File: src/rtl/swc_pkg.sv
package swc_pkg;

  typedef enum logic [1:0] {
    PS_ON      = 2'd0,
    PS_SLEEP   = 2'd1,
    PS_SOFTOFF = 2'd2,
    PS_NOPWR   = 2'd3
  } pwrState_e;

  // control -> datapath
  typedef struct packed {
    logic clrHold;
  } dpCtl_t;

  // datapath -> control
  typedef struct packed {
    logic fall;
    logic hold;
    logic srcWake;
    logic btnPend;
  } dpEvt_t;

  // flag strobes toward the status register
  typedef struct packed {
    logic setBtn;
    logic clrBtn;
    logic setOvr;
    logic setWak;
    logic setAfterFail;
  } flagStb_t;

endpackage

File: src/rtl/swc_datapath.sv
module swc_datapath
  import swc_pkg::*;
#(
  parameter int HOLD_SECS = 4,
  parameter int NWAKE     = 4
) (
  input  logic             clk,
  input  logic             rstN,
  input  logic             tick,
  input  logic             btnN,
  input  logic             btnEn,
  input  logic             btnSts,
  input  logic [NWAKE-1:0] wakeReq,
  input  logic [NWAKE-1:0] wakeEn,
  input  dpCtl_t           ctl,
  output dpEvt_t           evt
);

  localparam int CNT_W = $clog2(HOLD_SECS + 1);
  localparam logic [CNT_W-1:0] LAST_CNT = CNT_W'(HOLD_SECS - 1);

  logic             btnPrev;
  logic [CNT_W-1:0] holdCnt;
  logic             fired;
  logic             pressed;
  logic             lastTick;
  logic [NWAKE-1:0] hitVec;

  assign pressed  = ~btnN;
  assign lastTick = (holdCnt == LAST_CNT);

  // per-source wake match
  for (genvar g = 0; g < NWAKE; g++) begin : g_src
    assign hitVec[g] = wakeReq[g] & wakeEn[g];
  end

  assign evt.fall    = btnPrev & pressed & ~ctl.clrHold;
  assign evt.hold    = pressed & tick & ~fired & lastTick & ~ctl.clrHold;
  assign evt.srcWake = |hitVec;
  assign evt.btnPend = btnEn & btnSts;

  always_ff @(posedge clk) begin
    if (!rstN) begin
      btnPrev <= 1'b1;
      holdCnt <= '0;
      fired   <= 1'b0;
    end else begin
      btnPrev <= btnN;
      if (ctl.clrHold || !pressed) begin
        holdCnt <= '0;
        fired   <= 1'b0;
      end else if (tick && !fired) begin
        if (lastTick) begin
          holdCnt <= '0;
          fired   <= 1'b1;
        end else begin
          holdCnt <= holdCnt + 1'b1;
        end
      end
    end
  end

endmodule

File: src/rtl/swc_ctrl.sv
module swc_ctrl
  import swc_pkg::*;
(
  input  logic      clk,
  input  logic      rstN,
  input  logic      sleepGo,
  input  logic      sciEn,
  input  logic      afterFailEn,
  input  logic      pwrFail,
  input  logic      pwrReturn,
  input  dpEvt_t    evt,
  output dpCtl_t    ctl,
  output pwrState_e state,
  output logic      pwrOn,
  output logic      sciReq,
  output logic      smiReq,
  output flagStb_t  stb
);

  pwrState_e nState;
  flagStb_t  nStb;
  logic      lock, nLock;
  logic      slp, nSlp;
  logic      wakeHit;

  assign ctl.clrHold = (state == PS_NOPWR);
  assign wakeHit     = evt.btnPend | (evt.srcWake & ~lock);

  always_comb begin
    nState = state;
    nStb   = '0;
    nLock  = lock;
    nSlp   = slp;
    if (state != PS_NOPWR && pwrFail) begin
      nState = PS_NOPWR;
      nSlp   = (state == PS_SLEEP);
    end else if (state == PS_NOPWR) begin
      if (pwrReturn) begin
        nState = (slp || afterFailEn) ? PS_SOFTOFF : PS_ON;
      end
    end else begin
      nStb.setBtn = evt.fall;
      if (evt.hold) begin
        nState            = PS_SOFTOFF;
        nStb.clrBtn       = 1'b1;
        nStb.setOvr       = 1'b1;
        nStb.setAfterFail = 1'b1;
        nLock             = 1'b1;
      end else if (state == PS_ON) begin
        if (sleepGo) nState = PS_SLEEP;
      end else if (wakeHit) begin
        nState      = PS_ON;
        nStb.setWak = 1'b1;
      end
    end
    if (nState == PS_ON) nLock = 1'b0;
  end

  always_ff @(posedge clk) begin
    if (!rstN) begin
      state  <= PS_SOFTOFF;
      stb    <= '0;
      lock   <= 1'b0;
      slp    <= 1'b0;
      pwrOn  <= 1'b0;
      sciReq <= 1'b0;
      smiReq <= 1'b0;
    end else begin
      state  <= nState;
      stb    <= nStb;
      lock   <= nLock;
      slp    <= nSlp;
      pwrOn  <= (nState == PS_ON);
      sciReq <= (state == PS_ON) && evt.btnPend && sciEn;
      smiReq <= (state == PS_ON) && evt.btnPend && !sciEn;
    end
  end

endmodule

File: src/rtl/sleep_wake_ctrl.sv
module sleep_wake_ctrl
  import swc_pkg::*;
#(
  parameter int HOLD_SECS = 4,
  parameter int NWAKE     = 4
) (
  input  logic             clk,
  input  logic             rstN,
  input  logic             tick,
  input  logic             btnN,
  input  logic             btnEn,
  input  logic             btnSts,
  input  logic             sciEn,
  input  logic             sleepGo,
  input  logic [NWAKE-1:0] wakeReq,
  input  logic [NWAKE-1:0] wakeEn,
  input  logic             afterFailEn,
  input  logic             pwrFail,
  input  logic             pwrReturn,
  output logic [1:0]       pwrState,
  output logic             pwrOn,
  output logic             sciReq,
  output logic             smiReq,
  output logic             setBtnSts,
  output logic             clrBtnSts,
  output logic             setOvrSts,
  output logic             setWakSts,
  output logic             setAfterFail
);

  dpCtl_t    ctl;
  dpEvt_t    evt;
  flagStb_t  stb;
  pwrState_e state;

  swc_datapath #(.HOLD_SECS(HOLD_SECS), .NWAKE(NWAKE)) u_dp (
    .clk(clk), .rstN(rstN), .tick(tick), .btnN(btnN), .btnEn(btnEn),
    .btnSts(btnSts), .wakeReq(wakeReq), .wakeEn(wakeEn), .ctl(ctl), .evt(evt)
  );

  swc_ctrl u_ctrl (
    .clk(clk), .rstN(rstN), .sleepGo(sleepGo), .sciEn(sciEn),
    .afterFailEn(afterFailEn), .pwrFail(pwrFail), .pwrReturn(pwrReturn),
    .evt(evt), .ctl(ctl), .state(state), .pwrOn(pwrOn), .sciReq(sciReq),
    .smiReq(smiReq), .stb(stb)
  );

  assign pwrState     = state;
  assign setBtnSts    = stb.setBtn;
  assign clrBtnSts    = stb.clrBtn;
  assign setOvrSts    = stb.setOvr;
  assign setWakSts    = stb.setWak;
  assign setAfterFail = stb.setAfterFail;

endmodule

File: config.mk
export PLATFORM = sky130hd
export DESIGN_NAME = sleep_wake_ctrl
export DESIGN_NICKNAME = d
export VERILOG_FILES = /design/src/rtl/swc_pkg.sv /design/src/rtl/swc_datapath.sv /design/src/rtl/swc_ctrl.sv /design/src/rtl/sleep_wake_ctrl.sv
export SDC_FILE = /design/constraint.sdc
export NUM_CORES = 1
export LEC_CHECK = 0
export CORE_ASPECT_RATIO = 1.1
export CORE_UTILIZATION = 41
export CTS_CLUSTER_DIAMETER = 120
export DETAILED_ROUTE_END_ITERATION = 10
export PLACE_DENSITY = 0.77
export RECOVER_POWER = 50
export SLEW_MARGIN = 30
export SYNTH_ARGS = -nofsm -noshare
export SYNTH_HDL_FRONTEND = slang
export SYNTH_HIERARCHICAL = 1
export SYNTH_SLANG_ARGS = --single-unit
File: constraint.sdc
create_clock -name clk -period 2.07 [get_ports clk]
set_input_delay 0.414 -clock clk [delete_from_list [all_inputs] [get_ports clk]]
set_output_delay 0.414 -clock clk [all_outputs]
set_load 0.02 [all_outputs]
==> PnR_summary.wiki <==
{| class="wikitable"
! Metric !! Value
|-
| Shortest clock period the worst path allows after layout || 1.92 ns
|-
| Maximum VDD drop || a little over 0.4 mV
|-
| Number of enable flip-flop cells after synthesis || 0
|-
| Clock latency on the worst-skew pair || 0.27 ns
|-
| Critical path's top delay family || buffers and inverters
|-
| Placement Cell Area || ~970 um^2
|-
| Worst stage delay on the critical path || 0.68 ns
|-
| DP Worst Slack || 0.112 ns
|-
| Maximum number of pins on one net before global-route repair || 10
|-
| Number of antenna violations at the first check in global routing || 0
|-
| Sort of element at the start of the critical path || flop
|-
| Fraction of registers with async set/reset || 0%
|-
| CTS H-tree depth || 1
|-
| Setup crit end kind || output pin
|-
| Routed WL per cell || around 11 um
|-
| Post-layout worst setup margin || 0.148 ns
|-
| Ranking of synthesized cells by area || sky130_fd_sc_hd__dfxtp_1 43%, sky130_fd_sc_hd__nor2_1 5.9%, sky130_fd_sc_hd__a21oi_1 3.6%, sky130_fd_sc_hd__buf_6 3.2%, sky130_fd_sc_hd__and2_1 2.7%
|-
| Worst Max-Slew Pin Slew || 0.379 ns
|-
| Share of cells above drive strength 1 || 7.41%
|-
| Number of top-level pins || 29
|-
| Area share of the leading cell type in the synthesized netlist || 42.9%
|-
| Total number of yosys warnings || 6
|-
| Post-CTS Hold Fix Bufs || 0
|-
| Maximum fanout count along the critical path || 9
|-
| Synth Area in Simple Gates || 29.1%
|-
| Post-detailed-route via-to-cell ratio || 5.10
|-
| # resized after CTS || 0
|-
| Total count of hold-check failures in the final report || 0
|-
| # port buffers || 28
|-
| Main combinational cell family by area after synthesis || simple AND/OR/NAND/NOR gates
|-
| Core box area || 0.00158 mm^2
|-
| DIE WIDTH || approximately 41 um
|-
| DR DRC count || 0
|-
| Total nets after synthesis || 99
|-
| Number of fill cells || 140
|-
| Worst max-slew margin expressed relative to the limit || 74.7%
|-
| Antenna fix cells || 0
|-
| Result of the run || completed
|-
| Synth cell types || 33
|-
| CTS clk-pin slew, worst paths || 0.08 ns
|-
| Maximum capacitance violations || 0
|-
| Power density normalized to cell area || 593 mW/mm^2
|-
| Vias || between 600 and 700
|-
| Slowest library cell on the worst path || sky130_fd_sc_hd__clkdlybuf4s50_1
|-
| Overall routed net length || 1390 um
|-
| Fmax || roughly 520 MHz
|-
| Share of the synthesized area in compound gates (AO/OA/AOI/OAI) || 16.4%
|-
| Number of design-rule violations left by the first detailed-router iteration || 11
|-
| Cell Area, Synth || 701 um^2
|-
| Library cell with the largest summed area after synthesis || sky130_fd_sc_hd__dfxtp_1
|-
| Total overflow reported by the global router || 0
|-
| Final worst-path cycle share || 92.9%
|-
| Total chip power || 0.590 mW
|-
| Maximum clock skew at final layout || 0.000530 ns
|-
| Cell leakage power || about 0.42 nW
|-
| Post-CTS setup-driven buffer insertion count || 0
|-
| ANT nets after route || 0
|-
| Number of sinks handled by clock tree synthesis || 15
|-
| Final count of negative-setup-slack endpoints || 0
|-
| DRT Pass-1 Iters || 4
|-
| Sum of net half-perimeters after detailed placement || 1110 um
|-
| Worst path buffer plus inverter count || 1
|-
| Part of the Yosys area used for sequential elements || ~43%
|-
| CTS tree || done
|-
| Sequential cell area || ~300 um^2
|-
| RSZ-0062 raised after global routing || false
|-
| Flip-flop and latch count after synthesis || 15
|-
| Number of buffers on the longest clock path || 2
|-
| Mux share of post-synthesis cell area || 0%
|-
| All-Layer GR Usage || between 15 and 20%
|-
| Number of global-route vias before repair || 556
|-
| Nets@finish || 129
|-
| Arrival time worst endpoint || ~1.5 ns
|-
| Design Area, Final || approximately 990 um^2
|-
| Number of standard-cell rows in the floorplan || 15
|-
| Worst path cell trace || clkdlybuf4s50_1
|-
| Starting utilization of the core area || 44.4%
|-
| Hold Crit Class || flop to flop
|-
| Crit Path Category || flop to output pin
|-
| Height of the die || 45.4 um
|-
| Synthesized-area fraction occupied by adder cells || 1.79%
|-
| Gp weighted congestion || 0.821
|-
| CTS root buf || sky130_fd_sc_hd__clkbuf_4
|-
| Cts bufs inserted || 3
|-
| Area enclosed by the die boundary || 0.00188 mm^2
|-
| Required time of the worst setup path || 1.66 ns
|-
| Global-route wire length before repair || 2280 um
|-
| Parity-gate share of the synthesized area counting xor and xnor cells || 1.25%
|-
| Synth Area per Inst || 8.87 um^2
|-
| Synthesis-to-layout area growth || 42.0%
|-
| Post-Syn Instances || 79
|-
| Register-to-register setup slack || approximately 0.20 ns
|-
| Dominant synthesized flop cell || sky130_fd_sc_hd__dfxtp_1
|-
| Setup_tns || 0 ns
|-
| Area occupied by multi-input gates || 337 um^2
|-
| Count of final max-slew check failures || 0
|}
==> cell usage after synthesis, types with 2 or more instances <==
cell and count:
sky130_fd_sc_hd__and3_1 3, sky130_fd_sc_hd__nand2_1 5, sky130_fd_sc_hd__inv_1 5, sky130_fd_sc_hd__nor2b_1 3, sky130_fd_sc_hd__nor2_1 11, sky130_fd_sc_hd__a21oi_1 5
sky130_fd_sc_hd__a22oi_1 2, sky130_fd_sc_hd__nand2b_1 2, sky130_fd_sc_hd__buf_4 2, sky130_fd_sc_hd__and2_1 3, sky130_fd_sc_hd__buf_6 2, sky130_fd_sc_hd__dfxtp_1 15
==> final timing paths <==
path / from / end / depth (start not counted)
worst min-delay path: u_dp/holdCnt[1]$_SDFFE_PP0P_ / u_dp/holdCnt[1]$_SDFFE_PP0P_ / 2
worst max register to register: u_ctrl/state[0]$_SDFF_PN0_ / u_ctrl/lock$_SDFFE_PP0P_ / 8
worst max-delay path: u_ctrl/state[0]$_SDFF_PN0_ / pwrState[0] / 1
worst min register to register: u_dp/holdCnt[1]$_SDFFE_PP0P_ / u_dp/holdCnt[1]$_SDFFE_PP0P_ / 2
==> stage by stage <==
step / util (%) / instances / hold WS (ns)
global placement: 61.7 / 121 / 0.451
finish: 63.1 / 125 / 0.467
CTS: 63.3 / 125 / 0.471
global route: 63.1 / 125 / 0.493
detailed placement: 61.7 / 121 / 0.457
floorplan: - / 79 / 0.437
==> power by group <==
group	internal (mW)	total [mW]	switching (mW)
clock network	0.0746	0.160	0.0851
registers	0.299	0.312	0.0131
logic	0.0683	0.118	0.0494
==> layout make-up <==
class	count	area share [%]
multi-input cells	54	33.8
flip-flops and latches	15	30.2
repair buffers	29	28.9
clock buffers	4	2.64
inverters	6	2.26
well taps	17	2.14
==> sequential cells by signal, summed over array words and instances, names as in the netlist <==
name and flops:
u_ctrl/stb 3, u_ctrl/smiReq 1, u_ctrl/slp 1, u_dp/holdCnt 3, u_ctrl/state 2, u_dp/fired 1, u_dp/btnPrev 1, u_ctrl/lock 1
u_ctrl/pwrOn 1, u_ctrl/sciReq 1
==> metal layers <==
metal / part of all wire [%] / routed length [um] / up-vias / global-route usage, %
met5: 0 / 0 / - / 0
met4: 0.93 / 13 / 0 / 11.6
met3: 7.4 / 103 / 2 / 3.60
met2: 51 / 713 / 23 / 27.5
met1: 40 / 561 / 292 / 18.2
li1: - / - / 321 / -
==> cells in the final DEF, fill, tap and decap left out, types with 2 or more instances in the layout <==
cell type	instances
sky130_fd_sc_hd__clkdlybuf4s50_1	26
sky130_fd_sc_hd__dfxtp_1	15
sky130_fd_sc_hd__nor2_1	11
sky130_fd_sc_hd__inv_1	6
sky130_fd_sc_hd__a21oi_1	6
sky130_fd_sc_hd__nand2_1	5
sky130_fd_sc_hd__clkbuf_4	3
sky130_fd_sc_hd__nor2b_1	3
sky130_fd_sc_hd__and3_1	3
sky130_fd_sc_hd__and2_1	3
sky130_fd_sc_hd__dlygate4sd3_1	2
sky130_fd_sc_hd__nand2b_1	2
sky130_fd_sc_hd__a22oi_1	2
==> kinds of logic after synthesis <==
group                    Yosys count
AO/OA/AOI/OAI                     17
XOR/XNOR                           1
adder cells (fa/ha/maj)            1
buffers and inverters             10
flip-flops                        15
AND/OR/NAND/NOR                   35
Power figures use the tool's default switching activity.
